[src/rtl/pci_parity_unit.sv]
module pci_parity_unit (
  input  logic        clk,
  input  logic        rst_n,
  input  logic [31:0] ad,
  input  logic [3:0]  cbe,
  input  logic [1:0]  phase,
  input  logic        is_master,
  input  logic        par_in,
  input  logic        perr_in_n,
  input  logic [2:0]  clr,
  output logic        par_out,
  output logic        par_oe,
  output logic        perr_n,
  output logic        serr_oe,
  output logic        stat_dpe,
  output logic        stat_ape,
  output logic        stat_rpe
);

  localparam logic [1:0] PH_ADDR = 2'b01;
  localparam logic [1:0] PH_RD   = 2'b10;
  localparam logic [1:0] PH_WR   = 2'b11;

  logic drive_now, check_data_now, check_addr_now, is_data_now;
  logic chk_d1, chk_a1, dat1, drv_dat2;
  logic bad_data, bad_addr;

  assign is_data_now    = phase == PH_RD || phase == PH_WR;
  assign drive_now      = is_master ? (phase == PH_ADDR || phase == PH_WR) : (phase == PH_RD);
  assign check_data_now = is_master ? (phase == PH_RD) : (phase == PH_WR);
  assign check_addr_now = !is_master && phase == PH_ADDR;

  assign bad_data = chk_d1 && (par_in != par_out);
  assign bad_addr = chk_a1 && (par_in != par_out);

  always_ff @(posedge clk) begin
    if (!rst_n) begin
      par_out  <= 1'b0;
      par_oe   <= 1'b0;
      chk_d1   <= 1'b0;
      chk_a1   <= 1'b0;
      dat1     <= 1'b0;
      drv_dat2 <= 1'b0;
      perr_n   <= 1'b1;
      serr_oe  <= 1'b0;
      stat_dpe <= 1'b0;
      stat_ape <= 1'b0;
      stat_rpe <= 1'b0;
    end else begin
      par_out  <= ^{ad, cbe};
      par_oe   <= drive_now;
      chk_d1   <= check_data_now;
      chk_a1   <= check_addr_now;
      dat1     <= is_data_now;
      drv_dat2 <= par_oe && dat1;
      perr_n   <= !bad_data;
      serr_oe  <= bad_addr;
      stat_dpe <= (stat_dpe && !clr[0]) || bad_data;
      stat_ape <= (stat_ape && !clr[1]) || bad_addr;
      stat_rpe <= (stat_rpe && !clr[2]) || (drv_dat2 && !perr_in_n);
    end
  end

  assert_par_even_R1: assert property (@(posedge clk) disable iff (!rst_n)
    $past(rst_n) |-> par_out == ^{$past(ad), $past(cbe)});

  assert_drive_role_R2: assert property (@(posedge clk) disable iff (!rst_n)
    par_oe |-> $past(phase) != 2'b00);

  assert_perr_flag_R4: assert property (@(posedge clk) disable iff (!rst_n)
    $fell(perr_n) |-> stat_dpe);

  assert_serr_only_R5: assert property (@(posedge clk) disable iff (!rst_n)
    serr_oe |-> perr_n && stat_ape);

  assert_sticky_dpe_R6: assert property (@(posedge clk) disable iff (!rst_n)
    stat_dpe && !clr[0] |=> stat_dpe);

  assert_sticky_ape_R6: assert property (@(posedge clk) disable iff (!rst_n)
    stat_ape && !clr[1] |=> stat_ape);

  assert_sticky_rpe_R7: assert property (@(posedge clk) disable iff (!rst_n)
    stat_rpe && !clr[2] |=> stat_rpe);

endmodule

[config.mk]
export PLATFORM = sky130hd
export DESIGN_NAME = pci_parity_unit
export DESIGN_NICKNAME = d
export VERILOG_FILES = /design/src/rtl/pci_parity_unit.sv
export SDC_FILE = /design/constraint.sdc
export NUM_CORES = 1
export LEC_CHECK = 0
export BUFFER_PORTS_ARGS = -buffer_cell sky130_fd_sc_hd__buf_2
export CAP_MARGIN = 20
export CORE_MARGIN = 1.5
export CORE_UTILIZATION = 30
export DETAILED_ROUTE_END_ITERATION = 12
export PLACE_DENSITY = 0.74
export SLEW_MARGIN = 30
export SYNTH_ARGS = -nofsm -noshare
export SYNTH_HDL_FRONTEND = slang
export SYNTH_SLANG_ARGS = --single-unit
[constraint.sdc]
create_clock -name clk -period 3.7 [get_ports clk]
set_input_delay 0.185 -clock clk [delete_from_list [all_inputs] [get_ports clk]]
set_output_delay 0.185 -clock clk [all_outputs]
set_load 0.1 [all_outputs]
Word level (Yosys, flattened, before mapping)
Index checks and enable logic that the tools add are counted.
{"block": "classes", "n_reduce_logical": 20, "muxes": 2, "n_eq_ne": 4}
{"cell": "$reduce_xor A36 Y1", "n": 1}
{"cell": "$logic_and A1 B1 Y1", "n": 8}
{"cell": "$logic_not A1 Y1", "n": 6}
{"cell": "$logic_or A1 B1 Y1", "n": 5}
{"cell": "$eq A2 B2 Y1 const B", "n": 2}
{"cell": "$eq A2 B1 Y1 const B", "n": 1}
{"cell": "$mux W1", "n": 2}
{"cell": "$ne A1 B1 Y1", "n": 1}
{"block": "totals", "regBits": 11, "word_cells": 37, "out_inout_bits": 7, "input_bits": 46}

Longest topological paths before layout
Gate-level depths: netlist (run 1).
{"block": "logic_depth", "word_depth": 3, "depth_mapped": 5, "ltp_nobuf": 5}

Worst setup path after synthesis (run 1)
OpenSTA, ideal clock, no wires.
{"block": "synth_timing", "path_type": "reg-to-reg", "startpoint": "register par_out", "endpoint": "register stat_ape", "path_stages_with_launch": 4, "t_arrival_ps": 1493, "setup_slack_ps": 2090, "setup_ps": 116, "path_cell_list": "dfxtp_1 -> xor2_1 -> and3_1 -> a31o_1"}
{"block": "synth_between", "elab_chain_len": 3}
{"element": "from (decl)", "line_no": "11", "text": "output logic par_out,"}
{"element": "from (signal assigned)", "line_no": "50", "text": "par_out <= ^{ad, cbe};"}
{"element": "$ne A1 B1 Y1", "line_no": "34", "text": "assign bad_addr = chk_a1 && (par_in != par_out);"}
{"element": "$logic_and A1 B1 Y1", "line_no": "34"}
{"element": "$logic_or A1 B1 Y1", "line_no": "59", "text": "stat_ape <= (stat_ape && !clr[1]) || bad_addr;"}
{"element": "to (signal assigned)", "line_no": "59"}
{"element": "to (decl)", "line_no": "16", "text": "output logic stat_ape,"}
No other way between the ends.
A chain may end at the register's enable or synchronous reset.

Worst setup path in the final report (run 1)
{"block": "layout_timing", "startpoint": "input ad[15]", "endpoint": "register par_out"}
{"block": "layout_between", "elab_chain_len": 1}
{"element": "from (decl)", "line_no": "4", "text": "input logic [31:0] ad,"}
{"element": "$reduce_xor A36 Y1", "line_no": "50"}
No other way between the ends.

==> impl_metrics.ini, run 1 <==
[run_status]
status = completed

[timing]
maxSlewHeadroom_pct = 67.4
max_freq_ghz = 0.802
hold_ws_ns = 0.0993
finalCriticalPeriod_ns = 1.25
rsz0062_at_grt = no
setup_violations = 0
post-route-period-util_pct = 33.7
fin_skew_ns = 0.000565
hold_violations = 0
tns_ns = 0
tightestPinTransition_ns = 0.493
slew_violations = 0
fin_ws_ns = 2.45

[layout]
fin_nets = 169
antenna_cells = 0
drive_above_1_share_pct = 47.5
fillCellCount = 214
areaGrowthSynthToFinish_pct = 47.8
multi_input_area_um2 = 443
final_core_util_pct = 48.5
register_area_um2 = 220

[place]
gp_congestion = 0.614
dp_hpwl_mm = 1.22
port_buffers = 52
place_ws_ns = 2.16

[global_route]
grt_first_pass_wirelength_mm = 2.37
grt_max_degree = 9
grt_pass1_vias = 621
antenna_found_initial = 0
grt.overflow.total = 0
grt_usage_pct = 12.2

[worst_setup_path]
critPathSlowestCell = xnor3_1
crit_family = XOR/XNOR gates
cp-end-kind = flip-flop
path_buf_inv = 1
crit_arrival_ns = 1.44
cpMostUsedCell = xnor2_1
crit_chain = buf_2, xnor2_1, xnor2_1, xnor3_1, or2_2, mux2i_1
cp_max_fo = 2
timing.critical_path.required_ns = 3.89
crit_type = in2reg
slowest_delay_ns = 0.42
startpoint_type = input pin

[synthesis]
ys_types = 19
ys_seq_elements = 11
synthTopCellsByCount = xnor2_1 (25), dfxtp_1 (11), xor2_1 (6)
yosysTopAreaCell = dfxtp_1
synth.top_cell.area_share_pct = 32.8
synth-main-ff-cell = dfxtp_1
synth-edff-count = 0
syn_avg_cell_area_um2 = 10.2
synthCells = 66
ys_seq_area_share_pct = 32.8
synthTopCellsByArea = dfxtp_1 (33%), xnor2_1 (33%), xor2_1 (7.8%), xnor3_1 (6.7%), xnor2_2 (2.4%)
ys_warn_count = 0
syn-cell-area_um2 = 671
postSynthNetCount = 112
async_flop_share_pct = 0
yosysMostFrequentCell = xnor2_1

[clock_tree]
cts_sinks = 11
clkSlewWorstSetupHoldPaths_ns = 0.06
cts-root-buf = clkbuf_4
cts_tree = done
cts_resized = 0
cts_hold_buf = 0
clock_path_buffers = 2
cts_buffers = 3
clk_latency_ns = 0.26
cts_max_level = 1
post_cts.repair.setup_buffers = 0

[die]
ios = 53
die_h_um = 50.3
die_w_um = 50.3
start_util_pct = 32.8
fp-row-count = 16
design.die.area_um2 = 2530
core_area_um2 = 2040

[detailed_routing]
drt_iter0_drc = 7
drcViolationCount = 0
wl_per_cell_um = 9.21
vias = 609
postRouteWirelength_mm = 1.37
vias_per_cell = 4.09
drtPass1Iterations = 4
final_antenna_net_count = 0

[power_and_ir_drop]
ir_worst_vdd_uv = 264
powerDensity_nw_per_um2 = 419
power.leakage_nw = 0.487

[worst_hold_path]
worstHoldPathType = in2reg

[job]
drv_cap = 0
## cell type report
class,instances,share of cell area (%)
Tap cell,27,3.41
Sequential cell,11,22.2
Multi-Input combinational cell,53,44.7
Timing Repair Buffer,52,26.3
Clock buffer,4,2.65
Inverter,2,0.758
## path summary, 6_finish.rpt
kind,from,endpoint,slack (ns),depth (start not counted)
max,ad[15],par_out,2.45,6
min,clr[0],stat_dpe,0.1,2
max reg2reg,par_out,stat_ape,2.74,3
min reg2reg,chk_d1,perr_n,0.40,1
## placed cells by master (no fill, tap or decap), drive strengths merged
| cell type | synthesis | layout |
|---|---|---|
| nor4b | 1 | 1 |
| xnor3 | 2 | 2 |
| dfxtp | 11 | 11 |
| a21oi | 2 | 2 |
| xnor2 | 26 | 26 |
| nand2b | 2 | 2 |
| inv | 2 | 2 |
| nand2 | 4 | 4 |
| o21ai | 1 | 1 |
| buf | 0 | 52 |
| xor2 | 6 | 6 |
| clkbuf | 0 | 4 |
| and2 | 2 | 2 |
| and3 | 2 | 2 |
| nor2 | 1 | 1 |
| or2 | 1 | 1 |
| mux2i | 1 | 1 |
| a31o | 1 | 1 |
| nand3 | 1 | 1 |
## layer usage
layer	vias to the layer above	wire, um	track usage (%)
met3	0	94	3.87
met4	0	0	4.17
li1	320	-	-
met5	-	0	0
met2	26	788	22.8
met1	263	489	12.7
## cell families (layout without fill, tap and decap cells)
group | count (synthesis) | after routing | synth area share (%)
muxes | 1 | 1 | 1.49
xor gates and xnor gates | 34 | 34 | 49.6
DFF | 11 | 11 | 32.8
AOI/OAI and AO/OA | 4 | 4 | 3.54
buffers and inverters | 2 | 58 | 1.12
and+or+nand+nor | 14 | 14 | 11.4
## worst register-to-register path: cells and delay by family (launching register included)
family	cells	cell delay, ns
and+or+nand+nor	1	0.19
xor gates and xnor gates	1	0.17
AOI/OAI and AO/OA	1	0.17
DFF	1	0.32
## flip-flops by register name, summed over array words and instances (netlist names)
| register | flops |
|---|---|
| stat_ape | 1 |
| chk_d1 | 1 |
| par_oe | 1 |
| stat_dpe | 1 |
| par_out | 1 |
| chk_a1 | 1 |
| drv_dat2 | 1 |
| dat1 | 1 |
| stat_rpe | 1 |
| serr_oe | 1 |
| perr_n | 1 |
## power breakdown
| group | total [mW] | internal, mW | switching [mW] |
|---|---|---|---|
| logic | 0.206 | 0.101 | 0.105 |
| registers | 0.131 | 0.127 | 0.00400 |
| clock network | 0.0775 | 0.0416 | 0.0358 |
## through the flow
step	total power, mW	instance area (um^2)	std cells
4_1_cts	0.422	991	149
6_report	0.415	991	149
2_1_floorplan	0.295	671	66
5_1_grt	0.445	991	149
3_5_place_dp	0.342	965	145
3_3_place_gp	0.338	965	145
Note: power is estimated with default switching activity, not from simulation.
==> run 2: changes to the inputs <==
==> constraint.sdc (replaced) <==
create_clock -name clk -period 1.31 [get_ports clk]
set_input_delay 0.0655 -clock clk [delete_from_list [all_inputs] [get_ports clk]]
set_output_delay 0.0655 -clock clk [all_outputs]
set_load 0.1 [all_outputs]
==> run 2 against run 1 <==
Die area unchanged. Sequential power increased to 2.9 times the previous value. Register-to-register slack got worse by 2.4 ns. Count of clock-buffer cells in the layout decreased by 1. Critical path type unchanged.
==> impl_metrics.ini, run 2 (synthesized netlist as in run 1, its figures left out) <==
[worst_hold_path]
holdPathStages = 2
min_to = chk_a1
worstHoldPathType = in2reg
min-delay-start = is_master

[detailed_routing]
postRouteWirelength_mm = 1.32
drtPass1Iterations = 4
drt_iter0_drc = 6
vias = 620
vias_per_cell = 4.11
drcViolationCount = 0
wl_per_cell_um = 8.72
final_antenna_net_count = 0

[timing]
max_freq_ghz = 0.909
slew_violations = 0
rsz0062_at_grt = no
finalCriticalPeriod_ns = 1.10
fin_ws_ns = 0.210
post-route-period-util_pct = 84.0
maxSlewHeadroom_pct = 67.7
fin_skew_ns = 0.00599
setup_violations = 0
tns_ns = 0
hold_ws_ns = 0.0232
tightestPinTransition_ns = 0.488
hold_violations = 0

[job]
drv_cap = 0

[place]
gp_congestion = 0.659
port_buffers = 52
dp_cells = 145
place_ws_ns = -0.0920
dp_hpwl_mm = 1.12
place_area_um2 = 966

[worst_setup_path]
critPathSlowestCell = xnor3_1
reg2regPathDepth = 3
startpoint_type = input pin
crit_chain = buf_2, xor2_1, xnor2_1, xnor3_1, or2_2, mux2i_1
ff2ff_setup_slack_ns = 0.33
slowest_delay_ns = 0.42
crit_arrival_ns = 1.30
timing.critical_path.required_ns = 1.51
r2r_start = par_out
crit_type = in2reg
rr_endpoint = stat_ape
cp-end-kind = flip-flop
crit_family = XOR/XNOR gates
crit_start = ad[24]
path_buf_inv = 1
cp_max_fo = 2

[run_status]
status = completed

[layout]
layout.cells.non_filler = 151
register_area_um2 = 221
antenna_cells = 0
final_cell_mix = buf_2 (52), xnor2_1 (25), dfxtp_1 (10)
fin_area_um2 = 1010
final_core_util_pct = 49.6
final_common_cell = buf_2
fin_nets = 171
multi_input_area_um2 = 443
fillCellCount = 211
areaGrowthSynthToFinish_pct = 51.1
drive_above_1_share_pct = 48.4

[die]
die_w_um = 50.3
ios = 53
die_h_um = 50.3
design.die.area_um2 = 2530
fp-row-count = 16
start_util_pct = 32.8
core_area_um2 = 2040

[global_route]
grt_util_met1_pct = 9.83
grt_first_pass_wirelength_mm = 2.07
busiest_layer = met2
grt.overflow.total = 0
grt_pass1_vias = 553
grt_usage_pct = 10.9
met2_usage_pct = 21.7
grt_max_degree = 9
use_met3_pct = 3.57
antenna_found_initial = 0

[clock_tree]
clkSlewWorstSetupHoldPaths_ns = 0.07
post_cts.repair.setup_buffers = 0
clock_path_buffers = 2
clk_latency_ns = 0.26
cts_tree = done
cts_sinks = 11
cts_buffers = 3
cts-root-buf = clkbuf_4
cts_max_level = 1

[power_and_ir_drop]
ir_worst_vdd_uv = 747
powerDensity_nw_per_um2 = 1160
power_mw = 1.18
power.leakage_nw = 0.499
==> run 2: cell types whose count changed in the layout (fill, tap and decap cells not counted), sizes merged <==
| cell | change |
|---|---|
| clkbuf | -1 |
| clkinv | +1 |
| dlygate4sd3 | +2 |
==> run 2: cell type report <==
cell class / count / share of cell area, %
Clock buffer: 3 / 2.22
Clock inverter: 1 / 0.494
Inverter: 2 / 0.741
Tap cell: 27 / 3.33
Multi-Input combinational cell: 53 / 43.7
Sequential cell: 11 / 21.9
Timing Repair Buffer: 54 / 27.7
==> run 2: worst max-delay path by stage <==
stage / endpoint / depth (start not counted)
2_1_floorplan: stat_ape / 3
3_3_place_gp: par_out / 6
3_5_place_dp: par_out / 6
4_1_cts: par_out / 6
5_1_grt: par_out / 6
6_report: par_out / 6
==> run 2: metal layers <==
layer / wire length, um / vias to the layer above / part of all wire (%)
li1: - / 325 / -
met1: 488 / 261 / 37
met2: 719 / 32 / 55
met3: 94 / 2 / 7.1
met4: 14 / 0 / 1.1
met5: 0 / - / 0
==> run 2: power breakdown <==
group	total, mW	internal [mW]	switching [mW]	leakage [nW]
clock network	0.223	0.113	0.111	0.0177
logic	0.580	0.288	0.292	0.391
registers	0.375	0.362	0.0125	0.0901
total	1.18	0.763	0.415	0.499
==> run 2: what timing repair did <==
| action | 4_1_cts | 5_1_grt |
|---|---|---|
| hold endpoints to repair | 2 | 0 |
| hold buffers | 2 | 0 |
| gates resized for setup | 0 | 0 |
